--- config.mk ---
export PLATFORM = sky130hd
export DESIGN_NAME = min3_select
export DESIGN_NICKNAME = d
export VERILOG_FILES = /design/src/rtl/m3s_pkg.sv /design/src/rtl/m3s_cs.sv /design/src/rtl/m3s_min_tree.sv /design/src/rtl/m3s_top2.sv /design/src/rtl/m3s_net.sv /design/src/rtl/min3_select.sv
export SDC_FILE = /design/constraint.sdc
export NUM_CORES = 1
export LEC_CHECK = 0
export ABC_AREA = 1
export BUFFER_PORTS_ARGS = -buffer_cell sky130_fd_sc_hd__buf_4
export CORE_MARGIN = 5
export CORE_UTILIZATION = 55
export CTS_CLUSTER_SIZE = 40
export DETAILED_ROUTE_END_ITERATION = 8
export PLACE_DENSITY_LB_ADDON = 0.08
export SYNTH_ARGS = -nofsm -noshare
export SYNTH_HDL_FRONTEND = slang
export SYNTH_HIERARCHICAL = 1
export SYNTH_SLANG_ARGS = --single-unit
--- constraint.sdc ---
create_clock -name clk -period 0.8 [get_ports clk]
set_input_delay 0.08 -clock clk [delete_from_list [all_inputs] [get_ports clk]]
set_output_delay 0.08 -clock clk [all_outputs]
set_load 0.02 [all_outputs]
--- src/rtl/m3s_pkg.sv ---
package m3s_pkg;

   typedef enum logic {
      M3S_OUT_COMB = 1'b0,
      M3S_OUT_REG  = 1'b1
   } m3s_out_e;

   function automatic bit m3s_pow2(input int value);
      return (value > 0) && ((value & (value - 1)) == 0);
   endfunction

endpackage

--- src/rtl/m3s_cs.sv ---
module m3s_cs #(
   parameter int KEY_W = 10
) (
   input  logic [KEY_W-1:0] key_a,
   input  logic [KEY_W-1:0] key_b,
   output logic [KEY_W-1:0] key_lo,
   output logic [KEY_W-1:0] key_hi
);

   logic a_smaller;

   assign a_smaller = key_a < key_b;
   assign key_lo    = a_smaller ? key_a : key_b;
   assign key_hi    = a_smaller ? key_b : key_a;

endmodule

--- src/rtl/m3s_min_tree.sv ---
module m3s_min_tree #(
   parameter int KEY_W = 10,
   parameter int CNT   = 16
) (
   input  logic [KEY_W-1:0] keys [CNT],
   output logic [KEY_W-1:0] key_min
);

   localparam int NODES = 2 * CNT - 1;

   logic [KEY_W-1:0] node [NODES];

   for (genvar l = 0; l < CNT; l++) begin : g_leaf
      assign node[CNT-1+l] = keys[l];
   end

   for (genvar i = 0; i < CNT - 1; i++) begin : g_node
      assign node[i] = (node[2*i+1] < node[2*i+2]) ? node[2*i+1] : node[2*i+2];
   end

   assign key_min = node[0];

endmodule

--- src/rtl/m3s_top2.sv ---
module m3s_top2 #(
   parameter int KEY_W = 10,
   parameter int CNT   = 5
) (
   input  logic [KEY_W-1:0] keys [CNT],
   output logic [KEY_W-1:0] key_first,
   output logic [KEY_W-1:0] key_second
);

   if (CNT < 2) begin : g_bad_cnt
      $error("m3s_top2 needs at least two candidates");
   end

   always_comb begin
      if (keys[0] < keys[1]) begin
         key_first  = keys[0];
         key_second = keys[1];
      end else begin
         key_first  = keys[1];
         key_second = keys[0];
      end
      for (int c = 2; c < CNT; c++) begin
         if (keys[c] < key_first) begin
            key_second = key_first;
            key_first  = keys[c];
         end else if (keys[c] < key_second) begin
            key_second = keys[c];
         end
      end
   end

endmodule

--- src/rtl/m3s_net.sv ---
module m3s_net #(
   parameter int N_IN  = 32,
   parameter int MAG_W = 5
) (
   input  logic [N_IN*MAG_W-1:0]              mags,
   output logic [MAG_W+$clog2(N_IN)-1:0]      key_first,
   output logic [MAG_W+$clog2(N_IN)-1:0]      key_second,
   output logic [MAG_W+$clog2(N_IN)-1:0]      key_third
);

   localparam int IDX_W  = $clog2(N_IN);
   localparam int KEY_W  = MAG_W + IDX_W;
   localparam int STAGES = IDX_W;
   localparam int LANES  = 2 * N_IN - 1;

   // lane holds the stage inputs followed by every lower section in turn
   logic [KEY_W-1:0] lane [LANES];
   logic [KEY_W-1:0] cand [STAGES];

   for (genvar i = 0; i < N_IN; i++) begin : g_key
      assign lane[i] = {mags[i*MAG_W +: MAG_W], IDX_W'(i)};
   end

   for (genvar s = 0; s < STAGES; s++) begin : g_stage
      localparam int HALF     = N_IN >> (s + 1);
      localparam int IN_BASE  = 2 * N_IN - 2 * (N_IN >> s);
      localparam int OUT_BASE = IN_BASE + (N_IN >> s);

      logic [KEY_W-1:0] upper [HALF];

      for (genvar j = 0; j < HALF; j++) begin : g_pair
         m3s_cs #(.KEY_W(KEY_W)) u_cs (
            .key_a  (lane[IN_BASE+j]),
            .key_b  (lane[IN_BASE+j+HALF]),
            .key_lo (lane[OUT_BASE+j]),
            .key_hi (upper[j])
         );
      end

      m3s_min_tree #(.KEY_W(KEY_W), .CNT(HALF)) u_tree (
         .keys    (upper),
         .key_min (cand[s])
      );
   end

   assign key_first = lane[LANES-1];

   m3s_top2 #(.KEY_W(KEY_W), .CNT(STAGES)) u_top2 (
      .keys       (cand),
      .key_first  (key_second),
      .key_second (key_third)
   );

   // every stage survivor must rank behind the lower-section winner
   always_comb begin
      for (int s = 0; s < STAGES; s++) begin
         a_winner_below_cand_r1: assert (cand[s] > key_first)
            else $error("stage %0d candidate not above overall minimum", s);
      end
   end

endmodule

--- src/rtl/min3_select.sv ---
module min3_select
   import m3s_pkg::*;
#(
   parameter int       N_IN     = 32,
   parameter int       MAG_W    = 5,
   parameter m3s_out_e OUT_MODE = M3S_OUT_REG,
   localparam int      IDX_W    = $clog2(N_IN)
) (
   input  logic                    clk,
   input  logic                    rst_n,
   input  logic                    in_valid,
   input  logic [N_IN*MAG_W-1:0]   mag_in,
   output logic                    out_valid,
   output logic [MAG_W-1:0]        min1_mag,
   output logic [IDX_W-1:0]        min1_idx,
   output logic [MAG_W-1:0]        min2_mag,
   output logic [IDX_W-1:0]        min2_idx,
   output logic [MAG_W-1:0]        min3_mag,
   output logic [IDX_W-1:0]        min3_idx
);

   localparam int KEY_W = MAG_W + IDX_W;

   if (!m3s_pow2(N_IN) || N_IN < 4) begin : g_bad_n
      $error("N_IN must be a power of two of at least 4");
   end
   if (MAG_W < 1) begin : g_bad_w
      $error("MAG_W must be at least 1");
   end

   logic [KEY_W-1:0] net_k1, net_k2, net_k3;
   logic [KEY_W-1:0] out_k1, out_k2, out_k3;

   m3s_net #(.N_IN(N_IN), .MAG_W(MAG_W)) u_net (
      .mags       (mag_in),
      .key_first  (net_k1),
      .key_second (net_k2),
      .key_third  (net_k3)
   );

   if (OUT_MODE == M3S_OUT_REG) begin : g_reg
      always_ff @(posedge clk or negedge rst_n) begin
         if (!rst_n) begin
            out_valid <= 1'b0;
            out_k1    <= '0;
            out_k2    <= '0;
            out_k3    <= '0;
         end else begin
            out_valid <= in_valid;
            if (in_valid) begin
               out_k1 <= net_k1;
               out_k2 <= net_k2;
               out_k3 <= net_k3;
            end
         end
      end

      p_valid_set_r5: assert property (@(posedge clk) disable iff (!rst_n)
         in_valid |=> out_valid);
      p_valid_clr_r5: assert property (@(posedge clk) disable iff (!rst_n)
         !in_valid |=> !out_valid);
      p_hold_r6: assert property (@(posedge clk) disable iff (!rst_n)
         !in_valid |=> $stable({out_k1, out_k2, out_k3}));
      p_rank_order_r4: assert property (@(posedge clk) disable iff (!rst_n)
         out_valid |-> (out_k1 < out_k2) && (out_k2 < out_k3));
   end else begin : g_comb
      assign out_valid = in_valid;
      assign out_k1    = net_k1;
      assign out_k2    = net_k2;
      assign out_k3    = net_k3;
   end

   assign {min1_mag, min1_idx} = out_k1;
   assign {min2_mag, min2_idx} = out_k2;
   assign {min3_mag, min3_idx} = out_k3;

endmodule

==> out/metrics.cfg, run 1 <==
[synthesis]
ys_seq_area_frac = 0.0224
syn_avg_cell_area_sq_um = 5.96
muxShareOfSynthArea = 0
synth_simple_gate_area_frac = 0.528
ys_warn_count = 6
synth-xor-area-share = 0
synth_edf_count = 0
synth_top_area_share = 0.205
ys_ff_latch = 31
syn_area_sq_um = 34700
synth_commonest_cells = nand2_1 (1,726), inv_1 (823), nand2_2 (699), nand4_1 (669), ha_1 (568)
ys.flop_type = dfrtp_1
syn_inst = 5819
async_flop_share = 1.00
yosys.cell_types.count = 46
synth-compound-area-share = 0.0902
synth_top_family_by_area = simple AND/OR/NAND/NOR gates
synthAdderAreaFrac = 0.205
yosysMostFrequentCell = nand2_1
synth.largest_area_cell = ha_1
synth_area_leaders = ha_1 (21%), nand2_1 (19%), nand2_2 (13%)

[placed_design]
port-buffer-count = 193
placed_cell_area_sq_um = 49800
place.gp.congestion = 1.01
dpl.hpwl_mm = 107

[die]
die_h_um = 261
rows = 92
io_pins = 194
initial_core_util = 0.552
die_x_um = 261

[run_status]
outcome = aborted with a tool error
error = [ERROR GRT-0232] Routing congestion too high. Check the congestion heatmap in the GUI.
stop_stage = global routing (5_1_grt)

[sta]
endpoint_type = sequential cell input
crit_endpoint = out_k3[4]$_DFFE_PN0P_/D

[grt]
grt_overflow = 83
grt_util_all_layers = 0.682
grt_max_degree = 32
grt_antenna_before_repair = 31

[cts]
cts_buffer_depth = 2
clock_sinks = 31
cts-root-buf = clkbuf_16
numCtsBuffers = 5
h-tree-depth = 2

-- per-stage QoR --
step           setup slack [ns]  hold WS (ns)  utilization  instances  setup TNS, ns
2_1_floorplan            -10.40        -0.216            -       6297        -247.45
3_5_place_dp             -12.05        0.0219        0.795       8462        -296.15
3_3_place_gp             -11.72        0.0217        0.795       8462        -288.11
4_1_cts                  -10.70         0.225        0.863       8689        -269.70
-- routing by layer --
metal,overflow,track usage
met1,7,0.672
met2,33,0.861
met3,3,0.544
met4,40,0.617
met5,0,0.382
-- timing repair --
item,CTS
gates resized for setup,522
setup endpoints to repair,61
endpoints found under the hold margin,31
hold buffers,1
cloned,27
setup buffers,196
pin swaps,185
-- logic make-up after synthesis --
| kind of cell | Yosys count |
|---|---|
| compound gates | 529 |
| flops | 31 |
| buf+inv | 1149 |
| other cells | 2 |
| fa+ha+maj | 568 |
| simple gates | 3540 |
==> run 2, diff against run 1 <==
--- a/config.mk
+++ b/config.mk
@@ -8,10 +8,9 @@
 export ABC_AREA = 1
 export BUFFER_PORTS_ARGS = -buffer_cell sky130_fd_sc_hd__buf_4
 export CORE_MARGIN = 5
-export CORE_UTILIZATION = 55
-export CTS_CLUSTER_SIZE = 40
+export CORE_UTILIZATION = 40
 export DETAILED_ROUTE_END_ITERATION = 8
-export PLACE_DENSITY_LB_ADDON = 0.08
+export PLACE_DENSITY_LB_ADDON = 0.15
 export SYNTH_ARGS = -nofsm -noshare
 export SYNTH_HDL_FRONTEND = slang
 export SYNTH_HIERARCHICAL = 1
==> out/metrics.cfg, run 2 <==
[die]
die-area_sq_um = 92600
rows = 108  ; was 92
io_pins = 194  ; unchanged
die_h_um = 304  ; was 261 um
die_x_um = 304  ; was 261 um
initial_core_util = 0.401  ; was 0.552
design.core.area_sq_um = 86300

[final_layout]
final_cell_mix = buf_4 (1,837), nand2_1 (1,417), nand2_2 (931)
drive_above_1_share = 0.493
design_area_sq_um = 58500
area_delta_synth_final_pct = 68.9
nets = 8788
fillers = 7326
layout_commonest_cell = buf_4
biggestRegsByFlops = out_k1: 10 flops, out_k2: 10 flops, out_k3: 10 flops

[routing]
drt-total-wl_mm = 138
viasPerCell = 4.95
num_vias = 45600
drtIter0Drc = 2569
drc = 0
ant_nets = 0
post_drt_wl_per_cell_um = 15.0
first_pass_iters = 5

[synthesis]
synth.largest_area_cell = ha_1  ; unchanged
syn_avg_cell_area_sq_um = 5.96  ; unchanged
ys.flop_type = dfrtp_1  ; unchanged
synth_area_leaders = ha_1 (21%), nand2_1 (19%), nand2_2 (13%)  ; unchanged
async_flop_share = 1.00  ; unchanged
syn_inst = 5819  ; unchanged
yosys.cell_types.count = 46  ; unchanged
ys_ff_latch = 31  ; unchanged
yosysMostFrequentCell = nand2_1  ; unchanged
ys_warn_count = 6  ; unchanged
synth_top_area_share = 0.205  ; unchanged
synth_commonest_cells = nand2_1 (1,726), inv_1 (823), nand2_2 (699), nand4_1 (669), ha_1 (568)  ; unchanged
syn_area_sq_um = 34700  ; unchanged
synth_edf_count = 0  ; unchanged
ys_seq_area_frac = 0.0224  ; unchanged

[sta]
period_minus_slack_ns = 11.99
fmax_mhz = 83.4
tns_ns = -279.76
fin_skew_ns = 0
setup_violations = 61
slew_violations = 0
relSlewSlack = 0.576
worst_slew_pin_slew_ns = 0.629
rsz0062_at_grt = yes
min_period_over_period = 15.0
hold_slack_ns = 0.181
hold_viol = 0
fin_ws_ns = -11.19

[worst_setup_path]
cpPeakStageDelay_ns = 0.37
critPathTopFamily = simple AND/OR/NAND/NOR gates
rrSetupSlack_ns = 0.14
worstSetupStartpointType = input pin
critPathCaptureType = flip-flop
crit_type = in -> reg
reg2regPathDepth = 2
path_buf_inv = 24
crit_required_ns = 0.97
worst-path-max-fanout = 8
r2r_end = out_k1[2]$_DFFE_PN0P_
slowest_stage = a2111oi_4
startpoint = mag_in[59]
r2r_start = out_k1[2]$_DFFE_PN0P_
critical_path_arrival_ns = 12.15

[placed_design]
port-buffer-count = 193  ; unchanged
placed_cell_area_sq_um = 50800  ; was 49,800 sq um
place.gp.congestion = 1.00  ; was 1.01
dpl.hpwl_mm = 110  ; was 107 mm

[cts]
clock_sinks = 31  ; unchanged
clk_latency_ns = 0.27
cts_buffer_depth = 2  ; unchanged
tritoncts = done
clk_pin_slew_ns = 0.05
cts-root-buf = clkbuf_16  ; unchanged
numCtsBuffers = 5  ; unchanged
h-tree-depth = 2  ; unchanged

[grt]
grt_pass1_wl_mm = 211
grt_overflow = 0
grt_antenna_before_repair = 2
grt_pass1_vias = 42300
grt_max_degree = 32
grt_util_all_layers = 0.271

[worst_hold_path]
whs_path_depth = 2
hp-start = in_valid
min-delay-path-class = in -> reg
holdPathEnd = out_valid$_DFF_PN0_

[run_status]
violations = negative setup slack
outcome = complete, but fails checks  ; was aborted with a tool error

[flow_run]
cap_violations = 0

[run 2: cell families after synthesis]
group | Yosys count | share of synthesized area
AO/OA/AOI/OAI | 529 | 0.0902
other | 2 | 0.000217
adder cells (fa/ha/maj) | 568 | 0.205
AND/OR/NAND/NOR | 3540 | 0.528
flip-flops | 31 | 0.0224
buffers and inverters | 1149 | 0.154
[run 2: cell type report]
class | instances | area (sq um) | share of cell area
Antenna cell | 1 | 2.50 | 0.0000427
Clock buffer | 8 | 156 | 0.00267
Inverter | 834 | 3240 | 0.0554
Multi-Input combinational cell | 5128 | 36000 | 0.615
Sequential cell | 31 | 776 | 0.0133
Tap cell | 1155 | 1450 | 0.0247
Timing Repair Buffer | 2050 | 16900 | 0.288
Timing Repair inverter | 7 | 56.3 | 0.000962
[run 2: stage by stage]
stage,cells,worst slack (ns),util
floorplan,6297,-10.40,-
finish,9214,-11.19,0.678
detailed placement,8821,-11.88,0.588
global route,9213,-11.71,0.678
global placement,8821,-11.64,0.588
CTS,9071,-10.42,0.642
[run 2: worst max path at each step]
stage          cells after the start                    end
3_5_place_dp                      84  out_k2[2]$_DFFE_PN0P_
2_1_floorplan                     89  out_k3[0]$_DFFE_PN0P_
4_1_cts                           88  out_k3[1]$_DFFE_PN0P_
5_1_grt                           86  out_k3[9]$_DFFE_PN0P_
6_report                          83  out_k2[6]$_DFFE_PN0P_
3_3_place_gp                      83  out_k3[9]$_DFFE_PN0P_
[run 2: timing repair]
item | 4_1_cts | 5_1_grt
cloned | 27 | 7
pin swaps | 195 | 288
hold buffers | 1 | 0
gates resized for setup | 625 | 461
setup buffers | 226 | 145
endpoints found under the setup margin | 61 | 61
endpoints found under the hold margin | 31 | 0
[run 2: metal layers]
layer,global-route usage,vias up,share of wire
met3,0.0207,297,0.049
met2,0.498,1185,0.49
li1,-,23200,-
met4,0.0746,0,0.038
met1,0.341,20900,0.42
met5,0,-,0
Power of run 2 is not shown: default switching activity piles up to over one toggle a cycle in this logic, so the estimate is an artifact.
